$ cat src/rtl/wpk_pkg.sv
package wpk_pkg;

    typedef enum logic [1:0] {
        ST_IDLE  = 2'd0,
        ST_FILL  = 2'd1,
        ST_DRAIN = 2'd2,
        ST_DONE  = 2'd3
    } wpk_state_e;

    // width code to byte count: 0 -> 1, 1 -> 2, others -> 4
    function automatic logic [2:0] size_bytes(input logic [1:0] code);
        unique case (code)
            2'd0:    size_bytes = 3'd1;
            2'd1:    size_bytes = 3'd2;
            default: size_bytes = 3'd4;
        endcase
    endfunction

endpackage

$ cat src/rtl/wpk_lane_buf.sv
module wpk_lane_buf #(
    parameter int LANES  = 4,
    parameter int FILL_W = 3
) (
    input  logic                 clk,
    input  logic                 rst_n,
    input  logic                 clear,
    input  logic                 push,
    input  logic [FILL_W-1:0]    push_bytes,
    input  logic [8*LANES-1:0]   push_data,
    input  logic                 pop,
    input  logic [FILL_W-1:0]    pop_bytes,
    output logic [FILL_W-1:0]    fill_q,
    output logic [FILL_W-1:0]    fill_nx,
    output logic [8*LANES-1:0]   head_word
);
    localparam int WORD_W = 8 * LANES;

    logic [WORD_W-1:0] word_q, word_nx;
    logic [WORD_W-1:0] push_mask, head_mask;
    logic [FILL_W-1:0] pop_n;

    always_comb begin
        for (int i = 0; i < LANES; i++) begin
            push_mask[8*i +: 8] = (FILL_W'(i) < push_bytes) ? 8'hFF : 8'h00;
            head_mask[8*i +: 8] = (FILL_W'(i) < pop_bytes)  ? 8'hFF : 8'h00;
        end
    end

    assign pop_n     = (pop_bytes < fill_q) ? pop_bytes : fill_q;
    assign head_word = word_q & head_mask;

    always_comb begin
        word_nx = word_q;
        fill_nx = fill_q;
        if (clear) begin
            word_nx = '0;
            fill_nx = '0;
        end else if (push) begin
            word_nx = word_q | ((push_data & push_mask) << (8 * fill_q));
            fill_nx = fill_q + push_bytes;
        end else if (pop) begin
            word_nx = word_q >> (8 * pop_n);
            fill_nx = fill_q - pop_n;
        end
    end

    always_ff @(posedge clk or negedge rst_n) begin
        if (!rst_n) begin
            word_q <= '0;
            fill_q <= '0;
        end else begin
            word_q <= word_nx;
            fill_q <= fill_nx;
        end
    end

    AST_FILL_BOUND: assert property (@(posedge clk) disable iff (!rst_n)
        fill_q <= FILL_W'(LANES));
    AST_NO_OVERFLOW: assert property (@(posedge clk) disable iff (!rst_n)
        push |-> ({1'b0, fill_q} + {1'b0, push_bytes} <= (FILL_W+1)'(LANES)));

endmodule

$ cat src/rtl/wpk_xfer_track.sv
module wpk_xfer_track #(
    parameter int CNT_W   = 16,
    parameter int BURST_W = 4
) (
    input  logic               clk,
    input  logic               rst_n,
    input  logic               load,
    input  logic [CNT_W-1:0]   load_count,
    input  logic               flow_ctl,
    input  logic               active,
    input  logic               in_fire,
    input  logic               in_last,
    input  logic               out_fire,
    input  logic [BURST_W-1:0] burst_len,
    input  logic               stop_req,
    output logic               src_end,
    output logic               src_end_nx,
    output logic [BURST_W-1:0] beat_q,
    output logic               stop_pend
);
    logic [CNT_W-1:0]   items_q, items_d;
    logic               last_q, last_d;
    logic [BURST_W-1:0] beat_d;
    logic               pend_d;

    always_comb begin
        items_d = items_q;
        last_d  = last_q;
        beat_d  = beat_q;
        pend_d  = stop_pend;
        if (load) begin
            items_d = load_count;
            last_d  = 1'b0;
            beat_d  = '0;
            pend_d  = 1'b0;
        end else begin
            if (in_fire && !flow_ctl && items_q != '0) items_d = items_q - 1'b1;
            if (in_fire && flow_ctl && in_last)        last_d  = 1'b1;
            if (out_fire) begin
                if (burst_len <= BURST_W'(1))            beat_d = '0;
                else if (beat_q + 1'b1 == burst_len)     beat_d = '0;
                else                                     beat_d = beat_q + 1'b1;
            end
            if (active && stop_req) pend_d = 1'b1;
        end
    end

    assign src_end    = flow_ctl ? last_q : (items_q == '0);
    assign src_end_nx = flow_ctl ? last_d : (items_d == '0);

    always_ff @(posedge clk or negedge rst_n) begin
        if (!rst_n) begin
            items_q   <= '0;
            last_q    <= 1'b0;
            beat_q    <= '0;
            stop_pend <= 1'b0;
        end else begin
            items_q   <= items_d;
            last_q    <= last_d;
            beat_q    <= beat_d;
            stop_pend <= pend_d;
        end
    end

    AST_COUNT_NO_RISE: assert property (@(posedge clk) disable iff (!rst_n)
        !load |=> items_q <= $past(items_q));
    AST_FLOW_COUNT_FROZEN: assert property (@(posedge clk) disable iff (!rst_n)
        (flow_ctl && !load) |=> $stable(items_q));
    AST_BEAT_IN_GROUP: assert property (@(posedge clk) disable iff (!rst_n)
        (burst_len > BURST_W'(1)) |-> beat_q < burst_len);

endmodule

$ cat src/rtl/dma_width_packer.sv
module dma_width_packer
    import wpk_pkg::*;
#(
    parameter int DATA_W  = 32,
    parameter int CNT_W   = 16,
    parameter int BURST_W = 4
) (
    input  logic               clk,
    input  logic               rst_n,
    input  logic               start,
    input  logic [1:0]         src_size,
    input  logic [1:0]         dst_size,
    input  logic               direct_mode,
    input  logic               periph_flow,
    input  logic [BURST_W-1:0] burst_len,
    input  logic [CNT_W-1:0]   item_count,
    input  logic               stop_req,
    input  logic               in_valid,
    output logic               in_ready,
    input  logic [DATA_W-1:0]  in_data,
    input  logic               in_last,
    output logic               out_valid,
    input  logic               out_ready,
    output logic [DATA_W-1:0]  out_data,
    output logic               busy,
    output logic               done
);
    localparam int LANES  = DATA_W / 8;
    localparam int FILL_W = $clog2(LANES + 1);

    wpk_state_e state_q, state_d;

    logic [FILL_W-1:0]  sb_q, db_q;
    logic               dir_q, flow_q;
    logic [BURST_W-1:0] blen_q;

    logic               start_ok, in_fire, out_fire, stop_now;
    logic [FILL_W-1:0]  fill_q, fill_nx;
    logic               src_end, src_end_nx, stop_pend;
    logic [BURST_W-1:0] beat_q;
    logic [DATA_W-1:0]  head_word;

    assign start_ok = start && (state_q == ST_IDLE || state_q == ST_DONE);
    assign in_fire  = in_valid && in_ready;
    assign out_fire = out_valid && out_ready;
    assign stop_now = stop_pend && (beat_q == '0) && (fill_q == '0);

    // configuration latched at start
    always_ff @(posedge clk or negedge rst_n) begin
        if (!rst_n) begin
            sb_q   <= FILL_W'(1);
            db_q   <= FILL_W'(1);
            dir_q  <= 1'b0;
            flow_q <= 1'b0;
            blen_q <= '0;
        end else if (start_ok) begin
            sb_q   <= FILL_W'(size_bytes(src_size));
            db_q   <= direct_mode ? FILL_W'(size_bytes(src_size))
                                  : FILL_W'(size_bytes(dst_size));
            dir_q  <= direct_mode;
            flow_q <= periph_flow;
            blen_q <= burst_len;
        end
    end

    wpk_lane_buf #(.LANES(LANES), .FILL_W(FILL_W)) u_lanes (
        .clk        (clk),
        .rst_n      (rst_n),
        .clear      (start_ok),
        .push       (in_fire),
        .push_bytes (sb_q),
        .push_data  (in_data),
        .pop        (out_fire),
        .pop_bytes  (db_q),
        .fill_q     (fill_q),
        .fill_nx    (fill_nx),
        .head_word  (head_word)
    );

    wpk_xfer_track #(.CNT_W(CNT_W), .BURST_W(BURST_W)) u_track (
        .clk        (clk),
        .rst_n      (rst_n),
        .load       (start_ok),
        .load_count (item_count),
        .flow_ctl   (flow_q),
        .active     (busy),
        .in_fire    (in_fire),
        .in_last    (in_last),
        .out_fire   (out_fire),
        .burst_len  (blen_q),
        .stop_req   (stop_req),
        .src_end    (src_end),
        .src_end_nx (src_end_nx),
        .beat_q     (beat_q),
        .stop_pend  (stop_pend)
    );

    // state register
    always_ff @(posedge clk or negedge rst_n) begin
        if (!rst_n) state_q <= ST_IDLE;
        else        state_q <= state_d;
    end

    // next state
    always_comb begin
        state_d = state_q;
        unique case (state_q)
            ST_IDLE, ST_DONE: begin
                if (start_ok) state_d = ST_FILL;
            end
            ST_FILL: begin
                if (stop_now)
                    state_d = ST_DONE;
                else if (fill_nx >= db_q || (src_end_nx && fill_nx != '0))
                    state_d = ST_DRAIN;
                else if (src_end_nx)
                    state_d = ST_DONE;
            end
            ST_DRAIN: begin
                if (out_fire) begin
                    if (fill_nx >= db_q || (src_end && fill_nx != '0))
                        state_d = ST_DRAIN;
                    else if (src_end)
                        state_d = ST_DONE;
                    else
                        state_d = ST_FILL;
                end
            end
            default: state_d = ST_IDLE;
        endcase
    end

    // outputs
    always_comb begin
        in_ready  = 1'b0;
        out_valid = 1'b0;
        busy      = 1'b0;
        done      = 1'b0;
        unique case (state_q)
            ST_IDLE:  ;
            ST_FILL: begin
                busy     = 1'b1;
                in_ready = !src_end && !stop_now;
            end
            ST_DRAIN: begin
                busy      = 1'b1;
                out_valid = 1'b1;
            end
            ST_DONE:  done = 1'b1;
            default:  ;
        endcase
    end

    assign out_data = head_word;

    AST_OUT_HOLD: assert property (@(posedge clk) disable iff (!rst_n)
        (out_valid && !out_ready) |=> (out_valid && $stable(out_data)));
    AST_DONE_DRAINED: assert property (@(posedge clk) disable iff (!rst_n)
        $rose(done) |-> (fill_q == '0));
    AST_DIRECT_LANES: assert property (@(posedge clk) disable iff (!rst_n)
        (out_valid && dir_q) |-> ((out_data >> (8 * sb_q)) == '0));
    AST_IDLE_QUIET: assert property (@(posedge clk) disable iff (!rst_n)
        !busy |-> (!in_ready && !out_valid));
    AST_STOP_BOUNDARY: assert property (@(posedge clk) disable iff (!rst_n)
        ($rose(done) && stop_pend) |-> (beat_q == '0));

endmodule

$ cat config.mk
export PLATFORM = sky130hd
export DESIGN_NAME = dma_width_packer
export DESIGN_NICKNAME = d
export VERILOG_FILES = /design/src/rtl/wpk_pkg.sv /design/src/rtl/wpk_lane_buf.sv /design/src/rtl/wpk_xfer_track.sv /design/src/rtl/dma_width_packer.sv
export SDC_FILE = /design/constraint.sdc
export NUM_CORES = 1
export LEC_CHECK = 0
export BUFFER_PORTS_ARGS = -buffer_cell sky130_fd_sc_hd__buf_2
export CAP_MARGIN = 20
export CORE_MARGIN = 4
export CORE_UTILIZATION = 29
export CTS_CLUSTER_DIAMETER = 80
export CTS_CLUSTER_SIZE = 10
export DETAILED_ROUTE_END_ITERATION = 16
export HOLD_SLACK_MARGIN = 0.06
export PLACE_DENSITY = 0.59
export SKIP_LAST_GASP = 1
export SLEW_MARGIN = 20
export SYNTH_ARGS = -nofsm -noshare
export SYNTH_HDL_FRONTEND = slang
export SYNTH_SLANG_ARGS = --single-unit
$ cat constraint.sdc
create_clock -name clk -period 4.2 [get_ports clk]
set_input_delay 0.84 -clock clk [delete_from_list [all_inputs] [get_ports clk]]
set_output_delay 0.84 -clock clk [all_outputs]
set_load 0.05 [all_outputs]
==> results.md <==
- Multi-input logic area: 3190 um2
- Crit path DAT: 4.13 ns
- Worst path required time: 4.46 ns
- # rows: 48
- Worst path cell trace: inv_1 -> ha_1 -> a21o_1 -> a21oi_2 -> mux2i_1 -> inv_1 -> ha_1 -> a211oi_1 -> a21oi_1 -> or2_2 -> ha_1 -> nand2b_1 -> a21oi_1 -> nor2b_1 -> nor2_2 -> o21ai_0 -> nand2_1 -> a21o_1 -> a21oi_1 -> a211oi_2
- Sequential fraction of the synthesis area: 33.9%
- Overflow after GRT: 0
- Syn. warnings: 0
- Hold path depth: 2
- FF/Latch Area: 1750 um2
- CP Launch Point: u_lanes.fill_q[1]$_DFF_PN0_
- H-tree levels: 3
- Avg Inst Size Synth: 7.72 um2
- Layout area overhead: 20.8%
- ANT cells: 0
- Port Buffers: 100
- Setup violators final: 0
- Clock sinks: 70
- Tcrit/Tclk final: 92.2%
- Total track usage: 16.8%
- Asr flop ratio synth: 100%
- CP Max Fanout: 5
- Max Clock Freq: 258 MHz
- Antenna-violating nets left: 0
- Post-synthesis cell type count: 61
- Synthesized area: 5170 um2
- Synth Flop Type: dfrtp_1
- # hold bufs at CTS: 0
- Number of setup buffers added after CTS: 0
- Crit-path leading delay family: compound AO/OA/AOI/OAI gates
- Final HPWL DP: 12800 um
- Worst Setup End Kind: flip-flop
- Crit-path max cell delay: 0.37 ns
- Hold slack final: 0.500 ns
- Residual DRC: 0
- Max Cap Viol: 0
- Pwr per Cell Area: 923 nW/um2
- Share of cells above drive strength 1: 21.2%
- Worst R2R Path Depth: 20
- CP max stage cell: dfrtp_1
- Leakage: 0.00274 uW
- Gpl congestion: 0.871
- Clock buffer depth: 2
- Initial antenna violation count: 3
- RR Startpoint: u_lanes.fill_q[1]$_DFF_PN0_
- Via count: 5334
- Die area: 20000 um2
- Fin nets: 841
- Vias in the first global route: 4757
- Max VDD drop: 0.372 mV
- First-pass GRT wire length: 26700 um
- Worst hold start: u_track.stop_pend$_DFFE_PN0P_
- Skew-Pair Late Insertion Delay: 0.34 ns
- Hold crit path type: flip-flop to flip-flop
- Initial DRT Pass Iterations: 6
- Skew final: 0.00728 ns
- Post-synth EDFFs: 0
- #FFs+latches synth: 70
- Iter 0 DRT Violations: 581
- Crit path kind: flip-flop to flip-flop
- Setup slack after placement: 0.192 ns
- Worst hold endpoint: u_track.stop_pend$_DFFE_PN0P_
- Worst R2R Setup Slack: 0.33 ns
- Largest net degree at the start of global routing: 38
- Die height: 141 um
- CP Buf/Inv Count: 2
- Root Driver: clkbuf_16
- CTS Buf Count: 9
- Starting Density: 29.8%
- Clock Pin Slew Worst Setup and Hold Paths: 0.06 ns
- Status: finished clean
- Syn Inst Count: 669
- Core area: 17400 um2
- Worst R2R End: state_q[0]$_DFFE_PN0P_
- Final max-slew violation count: 0
- Most common cell after layout, fill and taps aside: buf_2
- Fin worst setup slack: 0.329 ns
- Fill count: 1811
- TritonCTS clock tree: yes
- Die Wd: 141 um
- Post-route minimum period: 3.87 ns
- Wire per inst: 17.5 um
- Most frequent cells in the layout: 100 x buf_2, 86 x nand2_1, 69 x nor2_1
- Slew @ Worst Pin: 0.867 ns
- Routed WL: 17300 um
- Worst setup SP type: flip-flop
- Max_slew headroom: 41.7%
- Final Hold Viols: 0
- IO Pins: 101
- Post-Synthesis Net Count: 751
- Drt via density: 5.39
-- routing by layer --
metal | vias up | routed length [um] | part of all wire (%) | global-route usage (%)
li1 | 2572 | - | - | -
met1 | 2505 | 7870 | 45 | 24.6
met2 | 225 | 7590 | 44 | 24.3
met3 | 26 | 1550 | 9.0 | 4.62
met4 | 6 | 269 | 1.6 | 4.90
met5 | - | 35 | 0.20 | 0
-- worst min-delay path, stage by stage, from the launching register on --
cell and delay (ns):
dfrtp_1 0.35, a21oi_1 0.04, nor2_1 0.07
-- cell families after synthesis --
kind of cell | share of synthesized area [%]
AND/OR/NAND/NOR | 27.7
AO/OA/AOI/OAI | 23.4
flip-flops | 33.9
buffers and inverters | 4.60
XOR/XNOR | 3.39
adder cells (fa/ha/maj) | 4.41
multiplexers | 2.54
-- worst max path at each step --
stage / to / slack, ns / cells after the start
6_report: state_q[0]$_DFFE_PN0P_ / 0.33 / 20
2_1_floorplan: state_q[0]$_DFFE_PN0P_ / 0.08 / 20
3_3_place_gp: state_q[0]$_DFFE_PN0P_ / 0.29 / 20
5_1_grt: state_q[0]$_DFFE_PN0P_ / -0.02 / 20
4_1_cts: state_q[0]$_DFFE_PN0P_ / 0.17 / 20
3_5_place_dp: state_q[0]$_DFFE_PN0P_ / 0.19 / 20
-- synthesized netlist by cell type (all sizes together), types with 3 or more instances --
library cell | n | share of area [%]
and3 | 11 | 1.3
nand3 | 9 | 0.87
inv | 19 | 1.4
nand4 | 10 | 1.2
a31oi | 12 | 1.5
dfrtp | 68 | 33
or4 | 7 | 1.1
mux2 | 9 | 2.0
ha | 15 | 3.6
o21ai | 58 | 5.6
a21oi | 66 | 6.4
o22ai | 18 | 2.2
and2 | 12 | 1.5
mux2i | 3 | 0.58
clkbuf | 35 | 2.6
a22oi | 8 | 1.2
buf | 5 | 0.51
a221oi | 8 | 1.4
nand2b | 3 | 0.36
o31ai | 7 | 1.0
nor2b | 29 | 3.5
o21a | 3 | 0.44
xor2 | 8 | 1.4
o211ai | 4 | 0.58
nor3 | 20 | 1.9
a211oi | 6 | 1.1
or3 | 7 | 0.85
or2 | 4 | 0.48
nor4 | 9 | 1.6
xnor2 | 12 | 2.0
nand2 | 87 | 6.3
nor2 | 72 | 5.3
-- power breakdown --
| part | total, uW | switching, uW | internal [uW] | leakage [uW] |
|---|---|---|---|---|
| Clock | 796 | 304 | 492 | 0.000146 |
| Combinational | 3600 | 2400 | 1200 | 0.00172 |
| Sequential | 1360 | 365 | 999 | 0.000871 |
-- state kept, by name, indices dropped and copies added, names as in the netlist, 2 cells and up --
register         flops
u_lanes.fill_q       3
u_lanes.word_q      32
blen_q               4
sb_q                 3
u_track.items_q     16
state_q              2
u_track.beat_q       4
db_q                 3
-- area by class of cell --
cell class | instances | share of cell area (%)
clock buffer | 13 | 4.17
sequential | 70 | 28.1
clock inverter | 3 | 0.681
tap | 225 | 4.51
timing repair buffer | 119 | 10.3
multi-input combinational | 539 | 51.0
inverter | 20 | 1.20
-- per-stage QoR --
stage | std cells | TNS, ns | utilization [%] | area (um2) | total power [uW]
finish | 989 | 0 | 36.0 | 6240 | 5760
global route | 989 | -0.0226 | 36.0 | 6240 | 6200
CTS | 989 | 0 | 35.9 | 6240 | 5730
detailed placement | 973 | 0 | 34.2 | 5930 | 4910
global placement | 973 | 0 | 34.2 | 5930 | 4890
floorplan | 669 | 0 | - | 5170 | 4000
-- what timing repair did --
action / 4_1_cts / 5_1_grt
setup endpoints to repair: 0 / 2
gates resized for setup: 0 / 2
endpoints found under the hold margin: 0 / 0
No activity file was read; power rests on OpenSTA's default activity.
